==> src/rtl/dmagate_pkg.sv <==
package dmagate_pkg;

    localparam int REG_W    = 16;
    localparam int PRI_LSB  = 8;
    localparam int PRI_W    = 2;
    localparam int AE_BIT   = 2;
    localparam int NMIF_BIT = 1;
    localparam int RUN_BIT  = 0;
    localparam int CH_EN_BIT = 0;

    typedef enum logic {
        REQ_AUTO = 1'b0,
        REQ_EXT  = 1'b1
    } req_mode_e;

    typedef struct packed {
        logic [PRI_W-1:0] pri;
        logic             ae;
        logic             nmif;
        logic             run;
    } runctl_t;

    function automatic logic [REG_W-1:0] runctl_to_word(runctl_t r);
        logic [REG_W-1:0] w;
        w = '0;
        w[PRI_LSB +: PRI_W] = r.pri;
        w[AE_BIT]           = r.ae;
        w[NMIF_BIT]         = r.nmif;
        w[RUN_BIT]          = r.run;
        return w;
    endfunction

    function automatic runctl_t word_to_runctl(logic [REG_W-1:0] w);
        runctl_t r;
        r.pri  = w[PRI_LSB +: PRI_W];
        r.ae   = w[AE_BIT];
        r.nmif = w[NMIF_BIT];
        r.run  = w[RUN_BIT];
        return r;
    endfunction

    // sticky flag: hardware set has priority, software may only clear
    function automatic logic sticky_next(logic cur, logic hw_set,
                                         logic sw_wr, logic sw_bit);
        if (hw_set)
            return 1'b1;
        else if (sw_wr)
            return cur & sw_bit;
        else
            return cur;
    endfunction

endpackage

==> src/rtl/dmagate_runctl.sv <==
module dmagate_runctl
    import dmagate_pkg::*;
(
    input  logic    clk,
    input  logic    clr,
    input  logic    wr_hit,
    input  runctl_t wr_val,
    input  logic    nmi_evt,
    input  logic    aerr_evt,
    output runctl_t state
);

    runctl_t state_q;
    runctl_t state_d;

    always_comb begin
        state_d      = state_q;
        state_d.nmif = sticky_next(state_q.nmif, nmi_evt,  wr_hit, wr_val.nmif);
        state_d.ae   = sticky_next(state_q.ae,   aerr_evt, wr_hit, wr_val.ae);
        if (wr_hit) begin
            state_d.run = wr_val.run;
            state_d.pri = wr_val.pri;
        end
    end

    always_ff @(posedge clk) begin
        if (clr)
            state_q <= '0;
        else
            state_q <= state_d;
    end

    assign state = state_q;

    // hardware set wins over a same-cycle software clear
    a_r9_set_wins: assert property (@(posedge clk) disable iff (clr)
        nmi_evt |=> state_q.nmif);

    // writing 1 to a clear flag does not set it
    a_r8_one_keeps: assert property (@(posedge clk) disable iff (clr)
        (wr_hit && wr_val.ae && !state_q.ae && !aerr_evt) |=> !state_q.ae);

    // priority field is plain read/write
    a_r10_pri_rw: assert property (@(posedge clk) disable iff (clr)
        wr_hit |=> (state_q.pri == $past(wr_val.pri)));

endmodule

==> src/rtl/dmagate_chan.sv <==
module dmagate_chan
    import dmagate_pkg::*;
(
    input  logic      clk,
    input  logic      clr,
    input  logic      wr_hit,
    input  logic      wr_bit,
    input  req_mode_e mode,
    input  logic      req,
    input  logic      xfer_end,
    input  logic      glob_ok,
    output logic      en,
    output logic      permit
);

    logic en_q;
    logic permit_q;
    logic gate_ok;
    logic want;

    always_ff @(posedge clk) begin
        if (clr)
            en_q <= 1'b0;
        else if (wr_hit)
            en_q <= wr_bit;
    end

    assign gate_ok = en_q & glob_ok & ~xfer_end;
    assign want    = (mode == REQ_AUTO) ? 1'b1 : req;

    always_ff @(posedge clk) begin
        if (clr)
            permit_q <= 1'b0;
        else
            permit_q <= gate_ok & want;
    end

    assign en     = en_q;
    assign permit = permit_q;

    // a cleared enable stops the channel by the next edge
    a_r12_en_stops: assert property (@(posedge clk) disable iff (clr)
        $fell(en_q) |=> !permit_q);

    // external mode without a request yields no permit
    a_r4_ext_needs_req: assert property (@(posedge clk) disable iff (clr)
        (mode == REQ_EXT && !req) |=> !permit_q);

    // transfer end blocks the channel
    a_r5_end_blocks: assert property (@(posedge clk) disable iff (clr)
        xfer_end |=> !permit_q);

endmodule

==> src/rtl/dmagate_rdmux.sv <==
module dmagate_rdmux
    import dmagate_pkg::*;
#(
    parameter int NUM_CH = 4,
    parameter int ADDR_W = 4
)(
    input  logic [ADDR_W-1:0] addr,
    input  runctl_t           ctl,
    input  logic [NUM_CH-1:0] en,
    output logic [REG_W-1:0]  rdata
);

    always_comb begin
        rdata = '0;
        if (addr == '0)
            rdata = runctl_to_word(ctl);
        for (int c = 0; c < NUM_CH; c++) begin
            if (addr == ADDR_W'(c + 1))
                rdata[CH_EN_BIT] = en[c];
        end
    end

endmodule

==> src/rtl/dmagate_ctrl.sv <==
module dmagate_ctrl
    import dmagate_pkg::*;
#(
    parameter int NUM_CH = 4,
    parameter int ADDR_W = 4
)(
    input  logic              clk,
    input  logic              rst,
    input  logic              standby,
    input  logic [ADDR_W-1:0] bus_addr,
    input  logic              bus_wr,
    input  logic [15:0]       bus_wdata,
    output logic [15:0]       bus_rdata,
    input  logic [NUM_CH-1:0] mode_ext,
    input  logic [NUM_CH-1:0] req,
    input  logic [NUM_CH-1:0] xfer_end,
    input  logic              nmi_in,
    input  logic              addr_err,
    output logic [NUM_CH-1:0] permit
);

    localparam int NUM_REGS = NUM_CH + 1;

    initial begin
        if (NUM_REGS > (1 << ADDR_W))
            $error("ADDR_W too small for NUM_CH");
    end

    logic              clr;
    logic              ctl_wr;
    runctl_t           ctl;
    logic              glob_ok;
    logic [NUM_CH-1:0] en_vec;

    assign clr    = rst | standby;
    assign ctl_wr = bus_wr && (bus_addr == '0);

    dmagate_runctl u_runctl (
        .clk      (clk),
        .clr      (clr),
        .wr_hit   (ctl_wr),
        .wr_val   (word_to_runctl(bus_wdata)),
        .nmi_evt  (nmi_in),
        .aerr_evt (addr_err),
        .state    (ctl)
    );

    assign glob_ok = ctl.run & ~ctl.nmif & ~ctl.ae;

    for (genvar c = 0; c < NUM_CH; c++) begin : g_ch
        logic ch_wr;
        assign ch_wr = bus_wr && (bus_addr == ADDR_W'(c + 1));

        dmagate_chan u_chan (
            .clk      (clk),
            .clr      (clr),
            .wr_hit   (ch_wr),
            .wr_bit   (bus_wdata[CH_EN_BIT]),
            .mode     (req_mode_e'(mode_ext[c])),
            .req      (req[c]),
            .xfer_end (xfer_end[c]),
            .glob_ok  (glob_ok),
            .en       (en_vec[c]),
            .permit   (permit[c])
        );
    end

    dmagate_rdmux #(.NUM_CH(NUM_CH), .ADDR_W(ADDR_W)) u_rdmux (
        .addr  (bus_addr),
        .ctl   (ctl),
        .en    (en_vec),
        .rdata (bus_rdata)
    );

    // NMI event drops all permits one cycle after the flag sets
    a_r6_nmi_halts: assert property (@(posedge clk) disable iff (rst)
        nmi_in |=> ##1 (permit == '0));

    // address error drops all permits one cycle after the flag sets
    a_r7_aerr_halts: assert property (@(posedge clk) disable iff (rst)
        addr_err |=> ##1 (permit == '0));

    // master run low means no permit on the next edge
    a_r11_run_gates: assert property (@(posedge clk) disable iff (rst)
        !ctl.run |=> (permit == '0));

    // standby clears everything
    a_r2_standby_clears: assert property (@(posedge clk) disable iff (rst)
        standby |=> (permit == '0 && ctl == '0 && en_vec == '0));

endmodule

==> config.mk <==
export PLATFORM = sky130hd
export DESIGN_NAME = dmagate_ctrl
export DESIGN_NICKNAME = d
export VERILOG_FILES = /design/src/rtl/dmagate_pkg.sv /design/src/rtl/dmagate_runctl.sv /design/src/rtl/dmagate_chan.sv /design/src/rtl/dmagate_rdmux.sv /design/src/rtl/dmagate_ctrl.sv
export SDC_FILE = /design/constraint.sdc
export NUM_CORES = 1
export LEC_CHECK = 0
export CAP_MARGIN = 20
export CORE_MARGIN = 5
export CORE_UTILIZATION = 35
export CTS_CLUSTER_SIZE = 10
export DETAILED_ROUTE_END_ITERATION = 8
export HOLD_SLACK_MARGIN = 0.1
export MAX_ROUTING_LAYER = met4
export PLACE_DENSITY = 0.84
export SLEW_MARGIN = 20
export SYNTH_ARGS = -nofsm -noshare
export SYNTH_HDL_FRONTEND = slang
export SYNTH_SLANG_ARGS = --single-unit
==> constraint.sdc <==
create_clock -name clk -period 4.7 [get_ports clk]
set_clock_uncertainty 0.1 [all_clocks]
set_input_delay 0.94 -clock clk [delete_from_list [all_inputs] [get_ports clk]]
set_output_delay 0.94 -clock clk [all_outputs]
set_load 0.02 [all_outputs]
==> results.sh <==
export IMPL_run_status="completed"
export IMPL_synth_avg_cell_area_um2=8.41
export IMPL_area_growth_synth_to_final_pct=44.3
export IMPL_most_frequent_cells_in_the_layout="35 x sky130_fd_sc_hd__clkdlybuf4s50_1, 13 x sky130_fd_sc_hd__dfxtp_1, 11 x sky130_fd_sc_hd__conb_1"
export IMPL_core_region_area_um2=1980
export IMPL_synth_yosys_seq_area_share=0.356
export IMPL_avgRoutedWirePerCell_um=13.3
export IMPL_total_of_warnings_raised_by_yosys=0
export IMPL_design_die_area_um2=3110
export IMPL_power_density_nw_per_um2=213
export IMPL_cts_clk_slew_worst_paths_ps=80
export IMPL_multi_input_comb_area_um2=378
export IMPL_yosysTopAreaCellShare=0.356
export IMPL_synth_seq_cells=13
export IMPL_clock_tree_from_tritoncts="yes"
export IMPL_worst_endpoint_arrival_ps=3000
export IMPL_avgViaCountPerCell=4.81
export IMPL_route_vias_total=697
export IMPL_synthTopCellsByArea="sky130_fd_sc_hd__dfxtp_1 36%, sky130_fd_sc_hd__buf_4 15%, sky130_fd_sc_hd__nor4b_1 6.0%"
export IMPL_numPlacedInstances=141
export IMPL_max_clock_freq_mhz=247
export IMPL_grt_pass1_wl_um=3110
export IMPL_synth_top_flop_cell="sky130_fd_sc_hd__dfxtp_1"
export IMPL_worstSkewPairLatency_ps=280
export IMPL_worstPathMaxFanout=8
export IMPL_antenna_violating_nets_left=0
export IMPL_hold_fix_buffer_count_after_cts=0
export IMPL_setup_viol_count_final=0
export IMPL_global_route_usage_total=0.129
export IMPL_grt_max_degree=10
export IMPL_clock_root_buffer="sky130_fd_sc_hd__clkbuf_4"
export IMPL_setup_crit_end_kind="output pin"
export IMPL_antenna_found_initial=0
export IMPL_ctsHtreeMaxLevel=1
export IMPL_netlist_cell_type_count=24
export IMPL_core_rowCount=16
export IMPL_post_cts_resized=0
export IMPL_die_x_um=55.7
export IMPL_initial_core_utilization=0.369
export IMPL_final_common_cell="sky130_fd_sc_hd__clkdlybuf4s50_1"
export IMPL_worst_slew_margin_rel=0.551
export IMPL_postRouteWirelength_um=1930
export IMPL_timing_critical_path_required_ps=3660
export IMPL_port_buffers=35
export IMPL_clkSinkCount=13
export IMPL_layout_nets=157
export IMPL_hpwl_um=1550
export IMPL_setup_tns_final_ps=0
export IMPL_whs_ps=394
export IMPL_num_io_pins=58
export IMPL_maximum_clock_insertion_buffer_count=2
export IMPL_layout_filler_cells=191
export IMPL_cts_buffers_inserted=3
export IMPL_stdcell_count=145
export IMPL_worst_setup_timing_slack_at_the_placement_stage_ps=642
export IMPL_cts_repair_timing_setup_buffer_count=0
export IMPL_cell_type_contributing_the_most_total_cell_area_after_synthesis="sky130_fd_sc_hd__dfxtp_1"
export IMPL_antenna_diode_count=0
export IMPL_final_min_period_over_clock_period=0.860
export IMPL_worst_slack_ps=656
export IMPL_ir_worst_vdd_v=0.000140
export IMPL_async_flop_share=0
export IMPL_max_cap_violations=0
export IMPL_die_height_um=55.7
export IMPL_final_period_minus_worst_setup_slack_ps=4040
export IMPL_final_hold_viol_count=0
export IMPL_finalWeightedCongestion=0.914
export IMPL_slew_worst_pin_ps=667
export IMPL_seqCellArea_um2=260
export IMPL_synth_cell_area_um2=732
export IMPL_cellLeakagePower_nw=0.375
export IMPL_rsz_0062_raised_after_global_routing="no"
export IMPL_first_global_vias=672
export IMPL_cp_start_kind="primary input"
export IMPL_worstSetupPathType="primary input to output pin"
export IMPL_route_detailed_drc=0
export IMPL_syn_instance_count=87
export IMPL_synth_enable_flop_cells=0
export IMPL_timing_max_transition_violations_final=0
export IMPL_hp_class="flop to flop"
export IMPL_globalRoute_totalOverflow=0
export IMPL_drt_pass1_iter_count=4
export IMPL_drt_initial_drc_count=7
export IMPL_post_route_cells_drive_above_1_share=0.0593
[flip-flops by register name (all words and copies together), names as in the netlist]
| register | count |
|---|---|
| g_ch.u_chan.en | 4 |
| g_ch.u_chan.permit | 4 |
| u_runctl.state | 5 |
[area by class of cell]
type / instances / area share
Timing Repair Buffer: 35 / 0.332
Multi-Input combinational cell: 64 / 0.358
Clock buffer: 4 / 0.0249
Tap cell: 27 / 0.0320
Inverter: 2 / 0.00711
Sequential cell: 13 / 0.246
[critical path, stage by stage]
cell	delay, ps
sky130_fd_sc_hd__clkdlybuf4s50_1	580
sky130_fd_sc_hd__nor4b_1	550
sky130_fd_sc_hd__mux2_2	390
sky130_fd_sc_hd__clkdlybuf4s50_1	540
[cells by family after synthesis]
logic type,Yosys count,share of synthesized area
simple gates,31,0.272
buf+inv,20,0.179
compound gates,19,0.145
flops,13,0.356
mux,3,0.0427
other cells,1,0.00512
[stage by stage]
step | util | instance area, um^2 | power, mW
6_report | 0.533 | 1060 | 0.225
4_1_cts | 0.533 | 1060 | 0.228
5_1_grt | 0.533 | 1060 | 0.235
2_1_floorplan | - | 769 | 0.139
3_5_place_dp | 0.520 | 1030 | 0.158
3_3_place_gp | 0.520 | 1030 | 0.157
[cells in the mapped netlist, types with 2 or more instances]
cell type and n:
sky130_fd_sc_hd__dfxtp_1 13, sky130_fd_sc_hd__buf_4 15, sky130_fd_sc_hd__nor2_1 4, sky130_fd_sc_hd__a31oi_1 2, sky130_fd_sc_hd__nor2b_1 4, sky130_fd_sc_hd__inv_1 2, sky130_fd_sc_hd__and2_1 4, sky130_fd_sc_hd__o21ai_0 7
sky130_fd_sc_hd__nor4b_1 5, sky130_fd_sc_hd__a21oi_1 7, sky130_fd_sc_hd__nand3_1 5, sky130_fd_sc_hd__or3_1 3, sky130_fd_sc_hd__clkbuf_1 3, sky130_fd_sc_hd__mux2i_1 2, sky130_fd_sc_hd__or4_1 2
[power by group]
group	internal (mW)	switching (mW)	total, mW	leakage [nW]
Sequential	0.111	0.000783	0.112	0.105
Clock	0.0330	0.0361	0.0691	0.0150
Combinational	0.0233	0.0208	0.0441	0.255
[final timing paths]
| kind | end | start | slack (ps) | cells after the start |
|---|---|---|---|---|
| worst max-delay path | bus_rdata[0] | bus_addr[1] | 660 | 4 |
| worst min-delay path | g_ch[3].u_chan.permit | g_ch[3].u_chan.en | 390 | 1 |
| worst max register to register | g_ch[3].u_chan.permit | u_runctl.state[2] | 3540 | 3 |
| worst min register to register | g_ch[3].u_chan.permit | g_ch[3].u_chan.en | 390 | 1 |
[routing by layer]
metal	wire [um]	up-vias	GRT usage
met5	0	-	-
met4	0	0	0.0382
met3	168	0	0.0580
met2	1030	31	0.238
met1	729	320	0.118
li1	-	346	-
(Power assumes the default switching activity.)
